[src/rtl/i2c_tgt_pkg.sv]
package i2c_tgt_pkg;
  typedef enum logic [3:0] {
    ST_IDLE,
    ST_DEVADDR,
    ST_DEV_ACK,
    ST_SUBADDR,
    ST_SUB_ACK,
    ST_WDATA,
    ST_WD_ACK,
    ST_RDATA,
    ST_RD_ACK,
    ST_RD_NEXT
  } tgt_state_e;
endpackage

[src/rtl/i2c_tgt_line_sync.sv]
module i2c_tgt_line_sync #(
  parameter int SYNC_STAGES = 2
) (
  input  logic clk,
  input  logic rst_n,
  input  logic scl_i,
  input  logic sda_i,
  output logic scl_s,
  output logic sda_s,
  output logic scl_rise,
  output logic scl_fall,
  output logic start_det,
  output logic stop_det
);
  logic [SYNC_STAGES-1:0] scl_pipe, sda_pipe;
  logic scl_d, sda_d;

  always_ff @(posedge clk or negedge rst_n) begin
    if (!rst_n) begin
      scl_pipe <= '1;
      sda_pipe <= '1;
      scl_d    <= 1'b1;
      sda_d    <= 1'b1;
    end else begin
      scl_pipe <= {scl_pipe[SYNC_STAGES-2:0], scl_i};
      sda_pipe <= {sda_pipe[SYNC_STAGES-2:0], sda_i};
      scl_d    <= scl_pipe[SYNC_STAGES-1];
      sda_d    <= sda_pipe[SYNC_STAGES-1];
    end
  end

  assign scl_s     = scl_pipe[SYNC_STAGES-1];
  assign sda_s     = sda_pipe[SYNC_STAGES-1];
  assign scl_rise  = scl_s & ~scl_d;
  assign scl_fall  = ~scl_s & scl_d;
  assign start_det = scl_s & scl_d & sda_d & ~sda_s;
  assign stop_det  = scl_s & scl_d & ~sda_d & sda_s;
endmodule

[src/rtl/i2c_tgt_engine.sv]
module i2c_tgt_engine
  import i2c_tgt_pkg::*;
#(
  parameter int DW = 8,
  parameter int AW = 7,
  parameter logic [DW-2:0] DEV_ADDR = 7'h2A
) (
  input  logic          clk,
  input  logic          rst_n,
  input  logic          scl_s,
  input  logic          sda_s,
  input  logic          scl_rise,
  input  logic          scl_fall,
  input  logic          start_det,
  input  logic          stop_det,
  output logic          sda_oe,
  output logic [AW-1:0] reg_addr,
  output logic [DW-1:0] reg_wdata,
  output logic          reg_we,
  input  logic [DW-1:0] reg_rdata
);
  localparam int CW = $clog2(DW);

  tgt_state_e    st, st_n;
  logic [CW-1:0] cnt, cnt_n;
  logic [DW-1:0] sh, sh_n, wd, wd_n, byte_in;
  logic [AW-1:0] ptr, ptr_n;
  logic          ph, ph_n, oe, oe_n, inc, inc_n, rw, rw_n, we, we_n;
  logic          last, load;

  always_comb begin
    st_n = st; cnt_n = cnt; sh_n = sh; ph_n = ph; oe_n = oe;
    ptr_n = ptr; inc_n = inc; rw_n = rw; we_n = 1'b0; wd_n = wd;
    byte_in = {sh[DW-2:0], sda_s};
    last    = (cnt == CW'(DW-1));
    load    = 1'b0;
    if (we) ptr_n = ptr + AW'(inc);
    if (start_det) begin
      st_n = ST_DEVADDR; cnt_n = '0; ph_n = 1'b0; oe_n = 1'b0;
    end else if (stop_det) begin
      st_n = ST_IDLE; ph_n = 1'b0; oe_n = 1'b0;
    end else begin
      case (st)
        ST_DEVADDR, ST_SUBADDR, ST_WDATA: begin
          if (scl_rise) begin
            sh_n  = byte_in;
            cnt_n = cnt + 1'b1;
            if (last) begin
              cnt_n = '0;
              case (st)
                ST_DEVADDR: begin
                  if (byte_in[DW-1:1] == DEV_ADDR) begin
                    st_n = ST_DEV_ACK; rw_n = byte_in[0];
                  end else begin
                    st_n = ST_IDLE;
                  end
                end
                ST_SUBADDR: begin
                  st_n = ST_SUB_ACK; ptr_n = byte_in[AW-1:0]; inc_n = byte_in[DW-1];
                end
                default: begin
                  st_n = ST_WD_ACK; we_n = 1'b1; wd_n = byte_in;
                end
              endcase
            end
          end
        end
        ST_DEV_ACK, ST_SUB_ACK, ST_WD_ACK: begin
          if (scl_fall) begin
            if (!ph) begin
              ph_n = 1'b1; oe_n = 1'b1;
            end else begin
              ph_n = 1'b0; oe_n = 1'b0;
              if (st == ST_DEV_ACK && rw) begin
                st_n = ST_RDATA; load = 1'b1;
              end else if (st == ST_DEV_ACK) begin
                st_n = ST_SUBADDR;
              end else begin
                st_n = ST_WDATA;
              end
            end
          end
        end
        ST_RDATA: begin
          if (scl_rise) begin
            cnt_n = cnt + 1'b1;
            if (last) begin
              cnt_n = '0; st_n = ST_RD_ACK;
            end
          end else if (scl_fall) begin
            sh_n = {sh[DW-2:0], 1'b0};
            oe_n = ~sh[DW-2];
          end
        end
        ST_RD_ACK: begin
          if (scl_fall) oe_n = 1'b0;
          else if (scl_rise) st_n = sda_s ? ST_IDLE : ST_RD_NEXT;
        end
        ST_RD_NEXT: begin
          if (scl_fall) begin
            st_n = ST_RDATA; load = 1'b1;
          end
        end
        default: ;
      endcase
    end
    if (load) begin
      sh_n  = reg_rdata;
      oe_n  = ~reg_rdata[DW-1];
      ptr_n = ptr + AW'(inc);
    end
  end

  always_ff @(posedge clk or negedge rst_n) begin
    if (!rst_n) begin
      st <= ST_IDLE; cnt <= '0; sh <= '0; ph <= 1'b0; oe <= 1'b0;
      ptr <= '0; inc <= 1'b0; rw <= 1'b0; we <= 1'b0; wd <= '0;
    end else begin
      st <= st_n; cnt <= cnt_n; sh <= sh_n; ph <= ph_n; oe <= oe_n;
      ptr <= ptr_n; inc <= inc_n; rw <= rw_n; we <= we_n; wd <= wd_n;
    end
  end

  assign sda_oe    = oe;
  assign reg_addr  = ptr;
  assign reg_wdata = wd;
  assign reg_we    = we;

  assert_sda_moves_scl_low_R9: assert property (@(posedge clk) disable iff (!rst_n)
    !$stable(oe) |-> !scl_s);
  assert_we_single_pulse_R3: assert property (@(posedge clk) disable iff (!rst_n)
    we |=> !we);
  assert_ptr_advance_wrap_R5: assert property (@(posedge clk) disable iff (!rst_n)
    (we && inc) |=> (ptr == $past(ptr) + AW'(1)));
  assert_drive_only_addressed_R2: assert property (@(posedge clk) disable iff (!rst_n)
    oe |-> (st inside {ST_DEV_ACK, ST_SUB_ACK, ST_WD_ACK, ST_RDATA, ST_RD_ACK}));
  assert_start_restarts_R8: assert property (@(posedge clk) disable iff (!rst_n)
    start_det |=> (st == ST_DEVADDR && !oe));
  assert_stop_idles_R8: assert property (@(posedge clk) disable iff (!rst_n)
    stop_det |=> (st == ST_IDLE && !we));
endmodule

[src/rtl/i2c_reg_target.sv]
module i2c_reg_target #(
  parameter int DW = 8,
  parameter int AW = 7,
  parameter logic [DW-2:0] DEV_ADDR = 7'h2A,
  parameter int SYNC_STAGES = 2
) (
  input  logic          clk,
  input  logic          rst_n,
  input  logic          scl_i,
  input  logic          sda_i,
  output logic          sda_oe,
  output logic [AW-1:0] reg_addr,
  output logic [DW-1:0] reg_wdata,
  output logic          reg_we,
  input  logic [DW-1:0] reg_rdata
);
  logic [1:0] rst_pipe;
  logic       rst_sync_n;
  logic       scl_s, sda_s, scl_rise, scl_fall, start_det, stop_det;

  always_ff @(posedge clk or negedge rst_n) begin
    if (!rst_n) rst_pipe <= 2'b00;
    else        rst_pipe <= {rst_pipe[0], 1'b1};
  end
  assign rst_sync_n = rst_pipe[1];

  i2c_tgt_line_sync #(.SYNC_STAGES(SYNC_STAGES)) u_sync (
    .clk(clk), .rst_n(rst_sync_n), .scl_i(scl_i), .sda_i(sda_i),
    .scl_s(scl_s), .sda_s(sda_s), .scl_rise(scl_rise), .scl_fall(scl_fall),
    .start_det(start_det), .stop_det(stop_det)
  );

  i2c_tgt_engine #(.DW(DW), .AW(AW), .DEV_ADDR(DEV_ADDR)) u_engine (
    .clk(clk), .rst_n(rst_sync_n), .scl_s(scl_s), .sda_s(sda_s),
    .scl_rise(scl_rise), .scl_fall(scl_fall), .start_det(start_det),
    .stop_det(stop_det), .sda_oe(sda_oe), .reg_addr(reg_addr),
    .reg_wdata(reg_wdata), .reg_we(reg_we), .reg_rdata(reg_rdata)
  );

  assert_reset_quiet_R1: assert property (@(posedge clk)
    !rst_sync_n |=> (!sda_oe && !reg_we));
endmodule

[config.mk]
export PLATFORM = sky130hd
export DESIGN_NAME = i2c_reg_target
export DESIGN_NICKNAME = d
export VERILOG_FILES = /design/src/rtl/i2c_tgt_pkg.sv /design/src/rtl/i2c_tgt_line_sync.sv /design/src/rtl/i2c_tgt_engine.sv /design/src/rtl/i2c_reg_target.sv
export SDC_FILE = /design/constraint.sdc
export NUM_CORES = 1
export LEC_CHECK = 0
export ABC_AREA = 1
export BUFFER_PORTS_ARGS = -buffer_cell sky130_fd_sc_hd__clkbuf_2
export CAP_MARGIN = 30
export CORE_MARGIN = 5
export CORE_UTILIZATION = 40
export DETAILED_ROUTE_END_ITERATION = 7
export HOLD_SLACK_MARGIN = 0.05
export PLACE_DENSITY = 0.57
export SYNTH_ARGS = -nofsm -noshare
export SYNTH_HDL_FRONTEND = slang
export SYNTH_SLANG_ARGS = --single-unit
export TNS_END_PERCENT = 10
[constraint.sdc]
create_clock -name clk -period 1.4 [get_ports clk]
set_input_delay 0.21 -clock clk [delete_from_list [all_inputs] [get_ports clk]]
set_output_delay 0.21 -clock clk [all_outputs]
set_load 0.005 [all_outputs]
---- Word-level counts from Yosys, hierarchy flattened ----
Cells that the tools add are included.
storage, ports and cells
  bits in latches ......................... 0
  word-level logic and storage cells ...... 145
  ROM bits ................................ 0
  RAM bits ................................ 0
  output and inout port bits .............. 17
  memories ................................ 0
  register bits ........................... 42
cells by class
  bitwise logic cells ..................... 16
  div/mod/pow operators ................... 0
  $lt $le $gt $ge ......................... 0
  mux-type cells .......................... 62
  $add $sub $neg .......................... 2
  reductions and logical operators ........ 20
  $mul .................................... 0
  shifts and indexed selects .............. 0
  eq/ne operators ......................... 30
operators by type and width
  kind                number
  $mux 7              14
  $mux 4              13
  $ne 4x4->1 const B  6
  $mux 1              23
  $ne 5x4->1 const B  4
  $pmux 4 s5          1
  $mux 3              6
  $reduce_and 6->1    3
  $eq 4x3->1 const B  4
  $pmux 7 s2          1
  $ne 4x3->1 const B  3
  $reduce_and 10->1   1
  $ne 3x2->1 const B  3
  $not 1->1           9
  $reduce_bool 3->1   3
  $eq 4x2->1 const B  2
  $eq 4x4->1 const B  2
  $add 7x1->7         1
  $and 1x1->1         7
  $eq 7x6->1 const B  1
  $reduce_and 7->1    1
  $reduce_bool 7->1   1
  $pmux 3 s2          1
  $reduce_bool 6->1   1
  other kinds (16)    19

---- Logic depth before layout (Yosys ltp) ----
  depth after elaboration ................. 10
  gate-level depth with buffers ........... 12
  gate-level depth less buffers ........... 12

---- By module ----
Synthesis repeated with hierarchy kept, for this count alone.
unflattened totals
  cells, all modules ...................... 345
  area, all modules ....................... 2437.3 um2
by module, submodules not included
  module             instances  cells an instance  area each (um2)
  i2c_tgt_engine     1          325                2184.6
  i2c_tgt_line_sync  1          17                 198.9
  i2c_reg_target     1          3                  53.8

---- Worst setup path after synthesis ----
Ideal clock, no wire load.
  path type ............................... reg-to-reg
  start ................................... reg u_engine.cnt[0]
  end ..................................... reg u_engine.ptr[6] (netlist: u_engine.reg_addr[6])
  slack ................................... -0.198 ns
  cell stages (with the launch flop) ...... 10
  path buffers ............................ 1
  data arrival time ....................... 1.481 ns
  setup time .............................. 0.117 ns
  path through ............................ dfrtp_1 -> ha_1 -> ha_1 -> inv_1 -> nor2_1 -> nand3_1 -> clkbuf_1 -> a21oi_1 -> o21ai_1 -> inv_1
between the ends
  word-level cells in the longest chain between the ends .. 7
RTL lines
  element                 line                   source
  start, declared         i2c_tgt_engine.sv:25   logic [CW-1:0] cnt, cnt_n;
  start signal, assigned  i2c_tgt_engine.sv:119  st <= st_n; cnt <= cnt_n; sh <= sh_n; ph <= ph_n; oe <= oe_n;
  $eq 3x3->1              i2c_tgt_engine.sv:35   last = (cnt == CW'(DW-1));
  $mux 7                  i2c_tgt_engine.sv:48   if (last) begin
  $mux 7                  i2c_tgt_engine.sv:45   if (scl_rise) begin
  $mux 7                  i2c_tgt_engine.sv:43   case (st)
  $mux 7                  i2c_tgt_engine.sv:40   end else if (stop_det) begin
  $mux 7                  i2c_tgt_engine.sv:38   if (start_det) begin
  $mux 7                  i2c_tgt_engine.sv:107  if (load) begin
  via u_engine.ptr_n[6]   i2c_tgt_engine.sv:27   logic [AW-1:0] ptr, ptr_n;
  end signal, assigned    i2c_tgt_engine.sv:120  ptr <= ptr_n; inc <= inc_n; rw <= rw_n; we <= we_n; wd <= wd_n;
  end, declared           i2c_tgt_engine.sv:27
The timed path passes the listed nets, and every way through them passes these cells.
A chain may end at the register's enable or synchronous reset.

---- Worst setup path after layout ----
  start ................................... reg u_engine.st[2]
  end ..................................... reg u_engine.sh[4]
between the ends
  word-level cells in the longest chain between the ends .. 10
  elaborated cells on any way between the ends .. 28
  those cells by class .................... 13 x eq/ne; 10 x mux; 5 x reduce/logical
RTL lines
  element                                             line                                        source
  start, declared                                     i2c_tgt_engine.sv:24                        tgt_state_e st, st_n;
  start signal, assigned                              i2c_tgt_engine.sv:119
  $eq 4x2->1                                          i2c_tgt_engine.sv:43, i2c_tgt_engine.sv:74
  $logic_and 1x1->1                                   i2c_tgt_engine.sv:74                        if (st == ST_DEV_ACK && rw) begin
  $mux 1                                              i2c_tgt_engine.sv:74
  $mux 1                                              i2c_tgt_engine.sv:70                        if (!ph) begin
  $mux 1                                              i2c_tgt_engine.sv:69                        if (scl_fall) begin
  $pmux 1 s2                                          i2c_tgt_engine.sv:43
  $mux 1                                              i2c_tgt_engine.sv:40
  $mux 1                                              i2c_tgt_engine.sv:38
  $ne 3x2->1 (no line), or another cell as far along  n/a
  $reduce_and 6->1 (no line)                          n/a
  end signal, assigned                                i2c_tgt_engine.sv:119
  end, declared                                       i2c_tgt_engine.sv:26                        logic [DW-1:0] sh, sh_n, wd, wd_n, byte_in;
Several ways; a longest one is shown, not always the timed one. The select of a mux whose other input is x is not followed.

==> results.ini <==
[sta]
setup_viol=21
skew_ps=8.35
fmax_mhz=631
period_share_pct=113
rsz0062_at_grt=true
slew_viol_final=0
final-hold-violation-count=0
fin_crit_ps=1580
fin_ws_ps=-184

[worst_setup_path]
cp-end-kind=register
critPathKind=register to register
cp_cell_sequence=nor2_4, nand2_4, o21ai_4, nand3_4, a21oi_4, clkbuf_16, nand2_1, o21ai_1
r2r_start=u_engine.st[2]
cp_num_buf_inv=1
r2r_cells=8
cp_max_fo=7
arrival_ps=1810
rrSetupSlack_ps=-180
start_kind=register
max_stage_delay_ps=470
critical_path_required_ps=1630
cp_slowest_cell=dfrtp_2
crit_family=flip-flops
timing.rr.end=u_engine.sh[4]

[clocking]
cts_tree=yes
cts_sinks=42
clk_latency_ps=300
numCtsBuffers=5
h-tree-depth=2
clk_pin_slew_ps=90
cts_root_buf=clkbuf_8
clockBufferDepth=2

[hold_path]
hp-start=reg_rdata[7]
min_to=u_engine.sda_oe
hold_path.class=input port to register
hold_depth=4

[grt]
use_met1_pct=23.8
grt_max_degree=27
grt_use_met3_pct=3.79
grt_pass1_wl_mm=9.61
met2_usage_pct=24.9
track_usage_pct=16.5
overflow=0
grt_most_used_layer=met2
antenna_found_initial=0
grt_pass1_vias=2054

[yosys]
ys_ff_latch=42
synth_fp_nets=305
async_flop_share_pct=100
yosysTopAreaCell=dfrtp_1
ys_seq_area_share_pct=47.2
ys_types=32
synth.area.top_cells=dfrtp_1 (40%), nand2_1 (15%), dfstp_2 (7.0%)
synth_top_area_share_pct=40.2
syn_area_per_cell_um2=7.76
syn_area_um2=2240
synth_enable_flop_cells=0
synth.yosys.warnings=0
synthFlopType=dfrtp_1
synthCells=289

[job]
cap_violations=0

[route]
routed_via_density=4.84
drt_iter0_markers=72
route.detailed.drc=0
final_antenna_net_count=0
firstDrtPassIters=4
wl_mm=5.81
via_count=2179
wire_per_inst_um=12.9

[placed_design]
dp_slack_ps=-209
placedCellCount=427
placed_area_um2=2830
place_congestion=0.879
hpwl_mm=3.99
port_buffers=28

[layout]
num_antenna_cells=0
areaGrowthSynthToFinish_pct=47.9
final.fill_count=508
stdcell_count=450
drive_above_1_share_pct=43.9
mostFrequentLayoutCell=nand2_1
regArea_um2=1060
fin_area_um2=3320
multi_input_area_um2=1270
layout_common_cells=nand2_1 (67), buf_4 (46), dfrtp_1 (33)
nets=393

[floorplanning]
row_count=27
die_w_um=84.9
die_y_um=84.9
core_area_um2=5470
num_io_pins=29
fp.dieArea_um2=7200
start_util_pct=41.0

[pwr]
power_per_cell_area_nw_per_um2=1810
leakage_nw=1.63
ir_drop_uv=801

[outcome]
violations=setup timing
status=finished with violations

[flip-flops by register name, indices dropped and copies added (netlist names)]
register and cells:
u_engine.rw 1, u_engine.reg_addr 7, u_sync.scl_pipe 2, u_engine.cnt 3, u_sync.scl_d 1, u_engine.inc 1
u_engine.ph 1, u_engine.sh 7, u_engine.reg_wdata 8, u_sync.sda_pipe 2, u_engine.sda_oe 1, u_engine.reg_we 1
rst_pipe 2, u_sync.sda_d 1, u_engine.st 4
[repair_timing]
item                                   in CTS  in global routing
setup buffers                               5                  4
resized for setup                          36                 41
hold buffers                                3                  0
endpoints found under the hold margin       4                  0
setup endpoints to repair                  24                 32
gates cloned                                0                  3
pin swaps                                  10                 16
[cells by family after synthesis]
group,count (synthesis),share of synthesized area [%]
simple gates,157,30.3
compound gates,47,12.1
flops,42,47.2
buf+inv,33,6.08
xor+xnor,5,1.95
fa+ha+maj,4,2.23
other cells,1,0.167
[cells in the mapped netlist, drive strengths merged (4+ instances only)]
master	number
nand2	92
dfrtp	36
o21ai	33
nor2	31
inv	26
nand3	24
a21oi	6
dfstp	6
nand4	5
ha	4
o211ai	4
xor2	4
[metal layers]
layer	part of all wire, %	vias up
li1	-	1124
met1	50	1011
met2	45	36
met3	3.5	8
met4	1.5	0
met5	0	-
[power by group]
group	switching (mW)	total, mW	internal, mW
Combinational	1.70	3.30	1.60
Sequential	0.303	1.83	1.53
Clock	0.455	0.864	0.409
Total	2.46	5.99	3.53
[final cells by class]
type | instances | area share, %
inverters | 27 | 3.17
multi-input cells | 214 | 38.2
repair buffers | 87 | 21.0
flip-flops and latches | 42 | 32.0
well taps | 72 | 2.72
clock inverters | 1 | 0.264
clock buffers | 7 | 2.60
[stage by stage]
stage	hold slack (ps)	total power [mW]	TNS [ps]	utilization, %
after floorplan	-85.6	3.37	-956	-
after global placement	-1.73	4.38	-3040	51.6
after detailed placement	-2.14	4.39	-3100	51.6
after CTS	161	5.58	-1700	56.6
after global routing	187	6.47	-4620	60.6
final	167	5.99	-2600	60.6
[worst reg2reg max path: cells and delay by family, from the launching register on]
kind | cells | cell delay [ps]
AO/OA/AOI/OAI | 3 | 440
flip-flops | 1 | 470
AND/OR/NAND/NOR | 4 | 420
buffers and inverters | 1 | 180
[worst max-delay path by stage]
stage | startpoint | slack, ps | depth (start not counted) | end
detailed placement | u_engine.st[3] | -210 | 10 | u_engine.st[3]
floorplan | u_engine.cnt[0] | -70 | 10 | u_engine.reg_addr[6]
global placement | u_engine.st[3] | -210 | 10 | u_engine.st[0]
global route | u_sync.scl_d | -250 | 9 | u_engine.sh[1]
CTS | u_engine.st[3] | -120 | 10 | u_engine.sh[6]
finish | u_engine.st[2] | -180 | 8 | u_engine.sh[4]
No activity file was read; power rests on OpenSTA's default activity.
